[src/rtl/rac_pkg.sv]
package rac_pkg;
  localparam logic [1:0] FN_BUS  = 2'd0;
  localparam logic [1:0] FN_BKPL = 2'd1;
  localparam logic [1:0] FN_DATA = 2'd2;

  typedef enum logic [2:0] {
    ST_IDLE, ST_CHECK, ST_POLL_GO, ST_POLL_WAIT, ST_XFER_GO, ST_XFER_WAIT, ST_DONE
  } rac_state_e;

  function automatic logic [31:0] hswap(input logic [31:0] w);
    return {w[23:16], w[31:24], w[7:0], w[15:8]};
  endfunction
endpackage

[src/rtl/rac_hdr.sv]
module rac_hdr
  import rac_pkg::*;
(
  input  logic        write_i,
  input  logic [1:0]  fn_i,
  input  logic [16:0] addr_i,
  input  logic [10:0] size_i,
  input  logic [31:0] data_i,
  input  logic        boot_i,
  output logic [31:0] hdr_o,
  output logic [31:0] data_o
);
  logic [31:0] raw;
  assign raw    = {write_i, 1'b1, fn_i, addr_i, size_i};
  assign hdr_o  = boot_i ? hswap(raw) : raw;
  assign data_o = boot_i ? hswap(data_i) : data_i;
endmodule

[src/rtl/rac_len.sv]
module rac_len
  import rac_pkg::*;
#(
  parameter int PAD_BYTES = 4,
  parameter int MAX_BLOCK = 'h7F8,
  parameter int LEN_W     = 12
) (
  input  logic             write_i,
  input  logic             block_i,
  input  logic [1:0]       fn_i,
  input  logic [10:0]      size_i,
  output logic [LEN_W-1:0] tx_bytes_o,
  output logic [LEN_W-1:0] rx_bytes_o,
  output logic             ok_o
);
  localparam int REG_WORDS_B = 8;
  logic [LEN_W-1:0] aligned, pad;

  always_comb begin
    aligned = (LEN_W'(size_i) + LEN_W'(3)) & ~LEN_W'(3);
    pad     = (fn_i == FN_BKPL) ? LEN_W'(PAD_BYTES) : '0;
    if (block_i) begin
      ok_o       = (size_i != '0) && (aligned <= LEN_W'(MAX_BLOCK));
      tx_bytes_o = write_i ? aligned + LEN_W'(4) : LEN_W'(4);
      rx_bytes_o = write_i ? '0 : aligned + LEN_W'(4) + pad;
    end else begin
      ok_o       = (size_i != '0) && (size_i <= 11'd4);
      tx_bytes_o = write_i ? LEN_W'(REG_WORDS_B) : LEN_W'(4);
      rx_bytes_o = write_i ? '0 : LEN_W'(REG_WORDS_B) + pad;
    end
  end
endmodule

[src/rtl/rac_seq.sv]
module rac_seq
  import rac_pkg::*;
#(
  parameter int          PAD_BYTES = 4,
  parameter int          MAX_BLOCK = 'h7F8,
  parameter int          MAX_POLLS = 1000,
  parameter int          READY_BIT = 5,
  parameter logic [16:0] STAT_ADDR = 17'h8,
  parameter int          LEN_W     = 12
) (
  input  logic             clk_i,
  input  logic             rst_ni,
  input  logic             req_valid_i,
  output logic             req_ready_o,
  input  logic             req_write_i,
  input  logic             req_block_i,
  input  logic [1:0]       req_fn_i,
  input  logic [16:0]      req_addr_i,
  input  logic [10:0]      req_size_i,
  input  logic [31:0]      req_data_i,
  input  logic             req_boot_i,
  output logic             rsp_valid_o,
  output logic [31:0]      rsp_data_o,
  output logic             rsp_err_o,
  output logic             eng_start_o,
  output logic [31:0]      eng_hdr_o,
  output logic [31:0]      eng_wdata_o,
  output logic [LEN_W-1:0] eng_tx_bytes_o,
  output logic [LEN_W-1:0] eng_rx_bytes_o,
  input  logic             eng_rx_valid_i,
  input  logic [31:0]      eng_rx_word_i,
  input  logic             eng_done_i
);
  localparam int PC_W = $clog2(MAX_POLLS + 1);

  rac_state_e state_q;
  logic        wr_q, blk_q, boot_q;
  logic [1:0]  fn_q;
  logic [16:0] addr_q;
  logic [10:0] size_q;
  logic [31:0] data_q, rx_last_q, rx_res;
  logic [PC_W-1:0] poll_cnt_q;

  logic             polling;
  logic             h_wr;
  logic [1:0]       h_fn;
  logic [16:0]      h_addr;
  logic [10:0]      h_size;
  logic [LEN_W-1:0] tx_len, rx_len;
  logic             len_ok;

  assign polling = (state_q == ST_POLL_GO) || (state_q == ST_POLL_WAIT);
  assign h_wr    = polling ? 1'b0 : wr_q;
  assign h_fn    = polling ? FN_BUS : fn_q;
  assign h_addr  = polling ? STAT_ADDR : addr_q;
  assign h_size  = polling ? 11'd4 : size_q;

  rac_hdr u_hdr (
    .write_i(h_wr), .fn_i(h_fn), .addr_i(h_addr), .size_i(h_size),
    .data_i(data_q), .boot_i(boot_q), .hdr_o(eng_hdr_o), .data_o(eng_wdata_o)
  );

  rac_len #(.PAD_BYTES(PAD_BYTES), .MAX_BLOCK(MAX_BLOCK), .LEN_W(LEN_W)) u_len (
    .write_i(wr_q), .block_i(blk_q), .fn_i(fn_q), .size_i(size_q),
    .tx_bytes_o(tx_len), .rx_bytes_o(rx_len), .ok_o(len_ok)
  );

  assign eng_tx_bytes_o = polling ? LEN_W'(4) : tx_len;
  assign eng_rx_bytes_o = polling ? LEN_W'(8) : rx_len;
  assign eng_start_o    = (state_q == ST_POLL_GO) || (state_q == ST_XFER_GO);
  assign req_ready_o    = (state_q == ST_IDLE);
  assign rsp_valid_o    = (state_q == ST_DONE);
  assign rx_res         = boot_q ? hswap(rx_last_q) : rx_last_q;

  always_ff @(posedge clk_i or negedge rst_ni) begin
    if (!rst_ni) rx_last_q <= '0;
    else if (eng_rx_valid_i) rx_last_q <= eng_rx_word_i;
  end

  always_ff @(posedge clk_i or negedge rst_ni) begin
    if (!rst_ni) begin
      state_q    <= ST_IDLE;
      wr_q       <= 1'b0;
      blk_q      <= 1'b0;
      boot_q     <= 1'b0;
      fn_q       <= '0;
      addr_q     <= '0;
      size_q     <= '0;
      data_q     <= '0;
      poll_cnt_q <= '0;
      rsp_data_o <= '0;
      rsp_err_o  <= 1'b0;
    end else begin
      unique case (state_q)
        ST_IDLE: if (req_valid_i) begin
          wr_q    <= req_write_i;
          blk_q   <= req_block_i;
          fn_q    <= req_fn_i;
          addr_q  <= req_addr_i;
          size_q  <= req_size_i;
          data_q  <= req_data_i;
          boot_q  <= req_boot_i;
          state_q <= ST_CHECK;
        end
        ST_CHECK: begin
          poll_cnt_q <= '0;
          rsp_data_o <= '0;
          rsp_err_o  <= 1'b0;
          if (!len_ok) begin
            rsp_err_o <= 1'b1;
            state_q   <= ST_DONE;
          end else if (wr_q && fn_q == FN_DATA) state_q <= ST_POLL_GO;
          else state_q <= ST_XFER_GO;
        end
        ST_POLL_GO: state_q <= ST_POLL_WAIT;
        ST_POLL_WAIT: if (eng_done_i) begin
          if (rx_res[READY_BIT]) state_q <= ST_XFER_GO;
          else if (poll_cnt_q == PC_W'(MAX_POLLS - 1)) begin
            rsp_err_o <= 1'b1;
            state_q   <= ST_DONE;
          end else begin
            poll_cnt_q <= poll_cnt_q + 1'b1;
            state_q    <= ST_POLL_GO;
          end
        end
        ST_XFER_GO: state_q <= ST_XFER_WAIT;
        ST_XFER_WAIT: if (eng_done_i) begin
          rsp_data_o <= wr_q ? '0 : rx_res;
          state_q    <= ST_DONE;
        end
        ST_DONE: state_q <= ST_IDLE;
        default: state_q <= ST_IDLE;
      endcase
    end
  end

  p_start_pulse_r10: assert property (@(posedge clk_i) disable iff (!rst_ni)
    eng_start_o |=> !eng_start_o);
  p_rsp_pulse_r10: assert property (@(posedge clk_i) disable iff (!rst_ni)
    rsp_valid_o |=> !rsp_valid_o && req_ready_o);
  p_len_err_r6: assert property (@(posedge clk_i) disable iff (!rst_ni)
    (state_q == ST_CHECK && !len_ok) |=> rsp_valid_o && rsp_err_o && !eng_start_o);
  p_word_len_r5: assert property (@(posedge clk_i) disable iff (!rst_ni)
    eng_start_o |-> (eng_tx_bytes_o[1:0] == 2'b00) && (eng_rx_bytes_o[1:0] == 2'b00));
  p_write_no_rx_r4: assert property (@(posedge clk_i) disable iff (!rst_ni)
    (eng_start_o && !polling && wr_q) |-> eng_rx_bytes_o == '0);
  p_poll_bound_r9: assert property (@(posedge clk_i) disable iff (!rst_ni)
    poll_cnt_q < PC_W'(MAX_POLLS));
  p_poll_ready_r8: assert property (@(posedge clk_i) disable iff (!rst_ni)
    (state_q == ST_POLL_WAIT && eng_done_i && rx_res[READY_BIT]) |=> eng_start_o && !polling);
endmodule

[config.mk]
export PLATFORM = sky130hd
export DESIGN_NAME = rac_seq
export DESIGN_NICKNAME = d
export VERILOG_FILES = /design/src/rtl/rac_pkg.sv /design/src/rtl/rac_hdr.sv /design/src/rtl/rac_len.sv /design/src/rtl/rac_seq.sv
export SDC_FILE = /design/constraint.sdc
export NUM_CORES = 1
export LEC_CHECK = 0
export ABC_AREA = 1
export ABC_CLOCK_PERIOD_IN_PS = 5240
export BUFFER_PORTS_ARGS = -buffer_cell sky130_fd_sc_hd__buf_2
export CELL_PAD_IN_SITES_DETAIL_PLACEMENT = 1
export CELL_PAD_IN_SITES_GLOBAL_PLACEMENT = 1
export CORE_ASPECT_RATIO = 0.5
export CORE_MARGIN = 2
export CORE_UTILIZATION = 41
export DETAILED_ROUTE_END_ITERATION = 10
export HOLD_SLACK_MARGIN = 0.08
export PLACE_DENSITY = 0.95
export SYNTH_ARGS = -nofsm -noshare
export SYNTH_HDL_FRONTEND = slang
export SYNTH_HIERARCHICAL = 1
export SYNTH_SLANG_ARGS = --single-unit
[constraint.sdc]
create_clock -name clk_i -period 5.24 [get_ports clk_i]
set_input_delay 1.31 -clock clk_i [delete_from_list [all_inputs] [get_ports clk_i]]
set_output_delay 1.31 -clock clk_i [all_outputs]
set_load 0.02 [all_outputs]
Word level (Yosys, flattened, before mapping)
Cells that the tools add are included.

operators by class
  equality and inequality tests = 15
  reductions and logical operators = 14
  multiplexer cells = 37
  $add $sub $neg = 5
  order comparisons = 2

operators with widths
  kind                                                                                count
  32-bit 2-to-1 mux                                                                   5
  12-bit 2-to-1 mux                                                                   7
  32-bit one-hot mux with 2 select lines                                              1
  10-bit 2-to-1 mux                                                                   3
  3-bit 2-to-1 mux                                                                    8
  10-bit one-hot mux with 2 select lines                                              1
  3-bit one-hot mux with 6 select lines                                               1
  17-bit 2-to-1 mux                                                                   1
  11-bit by 2-bit adder with 12-bit output, second input constant                     1
  12-bit adder                                                                        1
  12-bit by 3-bit adder with 12-bit output, second input constant                     1
  4-bit by 12-bit adder with 12-bit output, first input constant                      1
  12-bit by 11-bit less-or-equal comparator with 1-bit output, second input constant  1
  11-bit by 3-bit less-or-equal comparator with 1-bit output, second input constant   1
  11-bit 2-to-1 mux                                                                   1
  11-bit nonzero test                                                                 1
  10-bit by 1-bit adder with 10-bit output, second input constant                     1
  10-bit equality test, second input constant                                         1
  2-bit != test, second input constant                                                5
  3-bit equality test, second input constant                                          3
  4-bit AND reduction                                                                 2
  3-bit by 2-bit equality test with 1-bit output, second input constant               2
  1-bit 2-to-1 mux                                                                    6
  4-bit 2-to-1 mux                                                                    1
  12 further kinds                                                                    17

word-level totals
  word-level logic and storage cells = 85
  output and inout bits = 124
  bits of input ports = 102
  bits in registers = 143

Logic depth before layout (Yosys ltp)
  word-level depth = 6
  depth in mapped cells = 17
  mapped depth without buffers = 17

Modules after synthesis
Netlist, hierarchy kept.

modules (own cells, without submodules)
  module   instances  area each (um^2)  cells an instance  seq. area each (um^2)
  rac_seq  1          6,618.8           739                3,578.4
  rac_len  1          852.1             165                0.0
  rac_hdr  1          842.1             203                0.0

Worst setup path before layout
No wires, ideal clock.

  kind = register to output
  start = reg size_q[1]
  end = out eng_rx_bytes_o[10]
  arrival time = 2.356 ns
  buffers on the path = 0
  stages on the path, launching flop included = 17
  path slack = 1.574 ns
  required time = 3.930 ns
  cells stage by stage = dfrtp_1 nor2_4 nand2_1 inv_2 nor2_4 ha_1 ha_1 nand3_2 nor2_2 nand3_2 nor2_2 nand2_1 nand2_1 inv_1 nor2_1 inv_1 nor2_1

between the ends
  word-level cells in the longest chain between the ends = 6

ends and longest elaborated chain
  what                                      RTL line        source
  from (decl)                               rac_seq.sv:40   logic [10:0] size_q;
  from (signal assigned)                    rac_seq.sv:100  size_q <= req_size_i;
  11-bit by 2-bit adder with 12-bit output  rac_len.sv:20   aligned = (LEN_W'(size_i) + LEN_W'(3)) & ~LEN_W'(3);
  12-bit by 3-bit adder with 12-bit output  rac_len.sv:25   rx_bytes_o = write_i ? '0 : aligned + LEN_W'(4) + pad;
  12-bit adder                              rac_len.sv:25
  12-bit 2-to-1 mux                         rac_len.sv:25
  12-bit 2-to-1 mux                         rac_len.sv:22   if (block_i) begin
  net rx_len[10]                            rac_seq.sv:49   logic [LEN_W-1:0] tx_len, rx_len;
  12-bit 2-to-1 mux                         rac_seq.sv:69   assign eng_rx_bytes_o = polling ? LEN_W'(8) : rx_len;
  to (decl)                                 rac_seq.sv:29   output logic [LEN_W-1:0] eng_rx_bytes_o,

The timed path passes the listed nets, and every way through them passes these cells.

Worst setup path after layout
Ends and elaborated chain as after synthesis.

==> results.toml <==
[run_status]
status = "finished, final reports clean"

[synthesis]
synth.ff_latch_count = 143
async_flop_share_pct = 100.0
syn_area_per_cell_um2 = 7.509
synth_top_area_share_pct = 43.05
synth_top_family_by_area = "simple AND/OR/NAND/NOR gates"
synthMuxAreaShare_pct = 5.148
syn_area_um2 = 8313
synthAdderAreaFrac_pct = 0.7526
yosys.area_share.simple_pct = 29.17
synth.distinct_cells = 41
synth_area_leaders = "dfrtp_1 43%, nand2_1 17%, nor2_1 5.7%"
ys_seq_area_share_pct = 43.05
synth_compound_area_share_pct = 10.79
synthXorXnorAreaFrac_pct = 0.2107
yosys.area.top_type = "dfrtp_1"
ys.flop_type = "dfrtp_1"
synth_edf_count = 0
netlist_instances = 1107
yosys_warnings = 6

[worst_setup_path]
path_class = "flop to output port"
r2r-end = "poll_cnt_q[8]"
endpoint = "eng_rx_bytes_o[10]"
crit_path_start_kind = "flop"
path_max_fanout = 5
crit_path_start = "size_q[1]"
r2r_slack_ps = 2080
required_ps = 3930
crit_arrival_ps = 3090
rr_worst_depth = 8
endpoint_kind = "output port"
worstReg2RegStart = "boot_q"

[run]
maxCapViolCount = 0

[global_route]
grt_use_total_pct = 24.82
grt_pass1_wl_mm = 42.35
grt_pass1_vias = 8390
grt_max_degree = 96
antenna_found_initial = 4
grt_overflow_total = 0

[pwr]
peakVddDrop_mv = 0.2907
total_power_mw = 6.809
p_per_area_nw_per_um2 = 680.9
leakage_nw = 5.448

[clock_tree]
cts_made_buffers = 17
cts_tree = "yes"
clk_latency_ps = 430
cts_max_path_buffers = 2
cts_sinks = 143
ctsHoldBuffers = 0
cts_max_level = 4
cts_setup_buffers = 0
clk_pin_slew_ps = 60
cts_resized = 0
root_buffer = "clkbuf_16"

[sta]
rsz0062_at_grt = "no"
finalSetupViolations = 0
worst_slew_pin_slew_ps = 1092
drv_slew = 0
hold_violations = 0
fin_setup_tns_ps = 0
fmaxAchievable_ghz = 0.2273
min_period_ps = 4400
finClkSkew_ps = 6.761
finalCritPeriodShare_pct = 83.97
max_slew_margin_pct = 27.18

[cells_and_area]
stdcell_area_um2 = 10000
syn2layout_area_growth_pct = 20.29
nNetsFinal = 1402
drive_gt1_share_pct = 27.75

[floorplanning]
initial_core_util_pct = 42.23
die_x_um = 205.4
die_h_um = 104.7
dieArea_um2 = 21500
fp-row-count = 36
core_region_area_um2 = 19680
pin_count = 226

[placement]
hpwl_mm = 18.06
placed_area_um2 = 9399
io_buffer_count = 221
place.gp.congestion = 0.8282

[route]
antenna_left = 0
initialDrtViolationCount = 415
wl_mm = 25.96
via_per_inst = 5.039
vias = 7952
route.detailed.drc = 0
firstDrtPassIters = 4
avgRoutedWirePerCell_um = 16.45

[worst_hold_path]
hold_class = "flop to flop"
hold_depth = 2
[power by group]
| part | total, mW | switching (mW) | internal, mW |
|---|---|---|---|
| clock network | 1.25 | 0.524 | 0.724 |
| logic | 3.75 | 2.54 | 1.20 |
| registers | 1.82 | 0.361 | 1.45 |
| total | 6.81 | 3.43 | 3.38 |
[per-stage QoR]
step / util (%) / cells / setup WS (ps) / hold WS [ps]
floorplan: - / 1110 / 1574 / 471.3
global placement: 47.75 / 1542 / 1475 / 456.6
detailed placement: 47.75 / 1542 / 1317 / 472.1
CTS: 50.75 / 1574 / 807.5 / 489.5
global route: 50.80 / 1578 / 527.1 / 516.3
finish: 50.80 / 1578 / 839.7 / 486.2
[cell usage in the layout, fill, tap and decap left out, drive strengths merged, types with 6 or more instances in the layout]
cell type	instances
nor2	138
nand4	6
mux2	38
a21oi	39
nand3	28
dfrtp	143
o21ai	77
nand2	393
inv	136
clkbuf	19
buf	225
o211ai	30
or2	8
[layer usage]
metal,vias up,share of wire (%),global-route usage (%)
met5,-,0,0
li1,3832,-,-
met4,0,3.4,10.84
met2,157,52,44.06
met1,3901,42,29.38
met3,62,2.9,4.523
[synthesized netlist by cell type (2+ instances only)]
library cell,number
o2111ai_1,2
nor4_1,2
buf_4,16
o21ai_2,11
nand4_1,5
mux2_2,38
nand2_4,2
nor3_1,4
a21oi_1,39
nand2_2,17
ha_1,5
buf_2,11
buf_6,13
o21ai_1,25
nand3_1,23
or2_2,7
inv_2,8
o211ai_1,30
inv_1,119
nand3_2,4
nor2_4,3
nor2_2,8
o21ai_0,41
dfrtp_1,143
nand2_1,373
nor2_1,126
clkbuf_1,18
[final cells by class]
class	instances	area, µm²
antenna	4	10.01
clock buffer	19	442.9
clock inverter	13	147.6
fill	2544	9684
inverter	129	491.7
multi-input combinational	779	3850
sequential	143	3582
tap	266	332.8
timing repair buffer	225	1142
[critical path: stages (launching register included)]
cell	delay, ps
dfrtp_1	420
nor2_4	260
nor2_2	100
nor2_1	250
ha_1	290
nand4_1	190
nor2_1	240
nand3_1	110
nand2_1	180
nor2_2	70
nand3_1	70
nand2_1	50
nor2_1	100
inv_1	50
nor2_1	90
buf_2	190
[how the worst min path moves through the flow]
stage                           to  slack (ps)           start
floorplan                addr_q[3]         470       addr_q[3]
global placement     rsp_data_o[5]         460   rsp_data_o[5]
detailed placement  rsp_data_o[31]         470  rsp_data_o[31]
CTS                 rsp_data_o[31]         490  rsp_data_o[31]
global route        rsp_data_o[31]         520  rsp_data_o[31]
finish              rsp_data_o[21]         490  rsp_data_o[21]
[flip-flops by register name, summed over array words and instances, names as in the netlist]
register	flops
addr_q	17
blk_q	1
boot_q	1
data_q	32
fn_q	2
poll_cnt_q	10
rsp_data_o	32
rsp_err_o	1
rx_last_q	32
size_q	11
state_q	3
wr_q	1
[logic make-up after synthesis]
logic type	Yosys count
simple gates	579
buf+inv	188
compound gates	151
flops	143
mux	38
fa+ha+maj	5
xor+xnor	2
other cells	1
(Power assumes the default switching activity.)
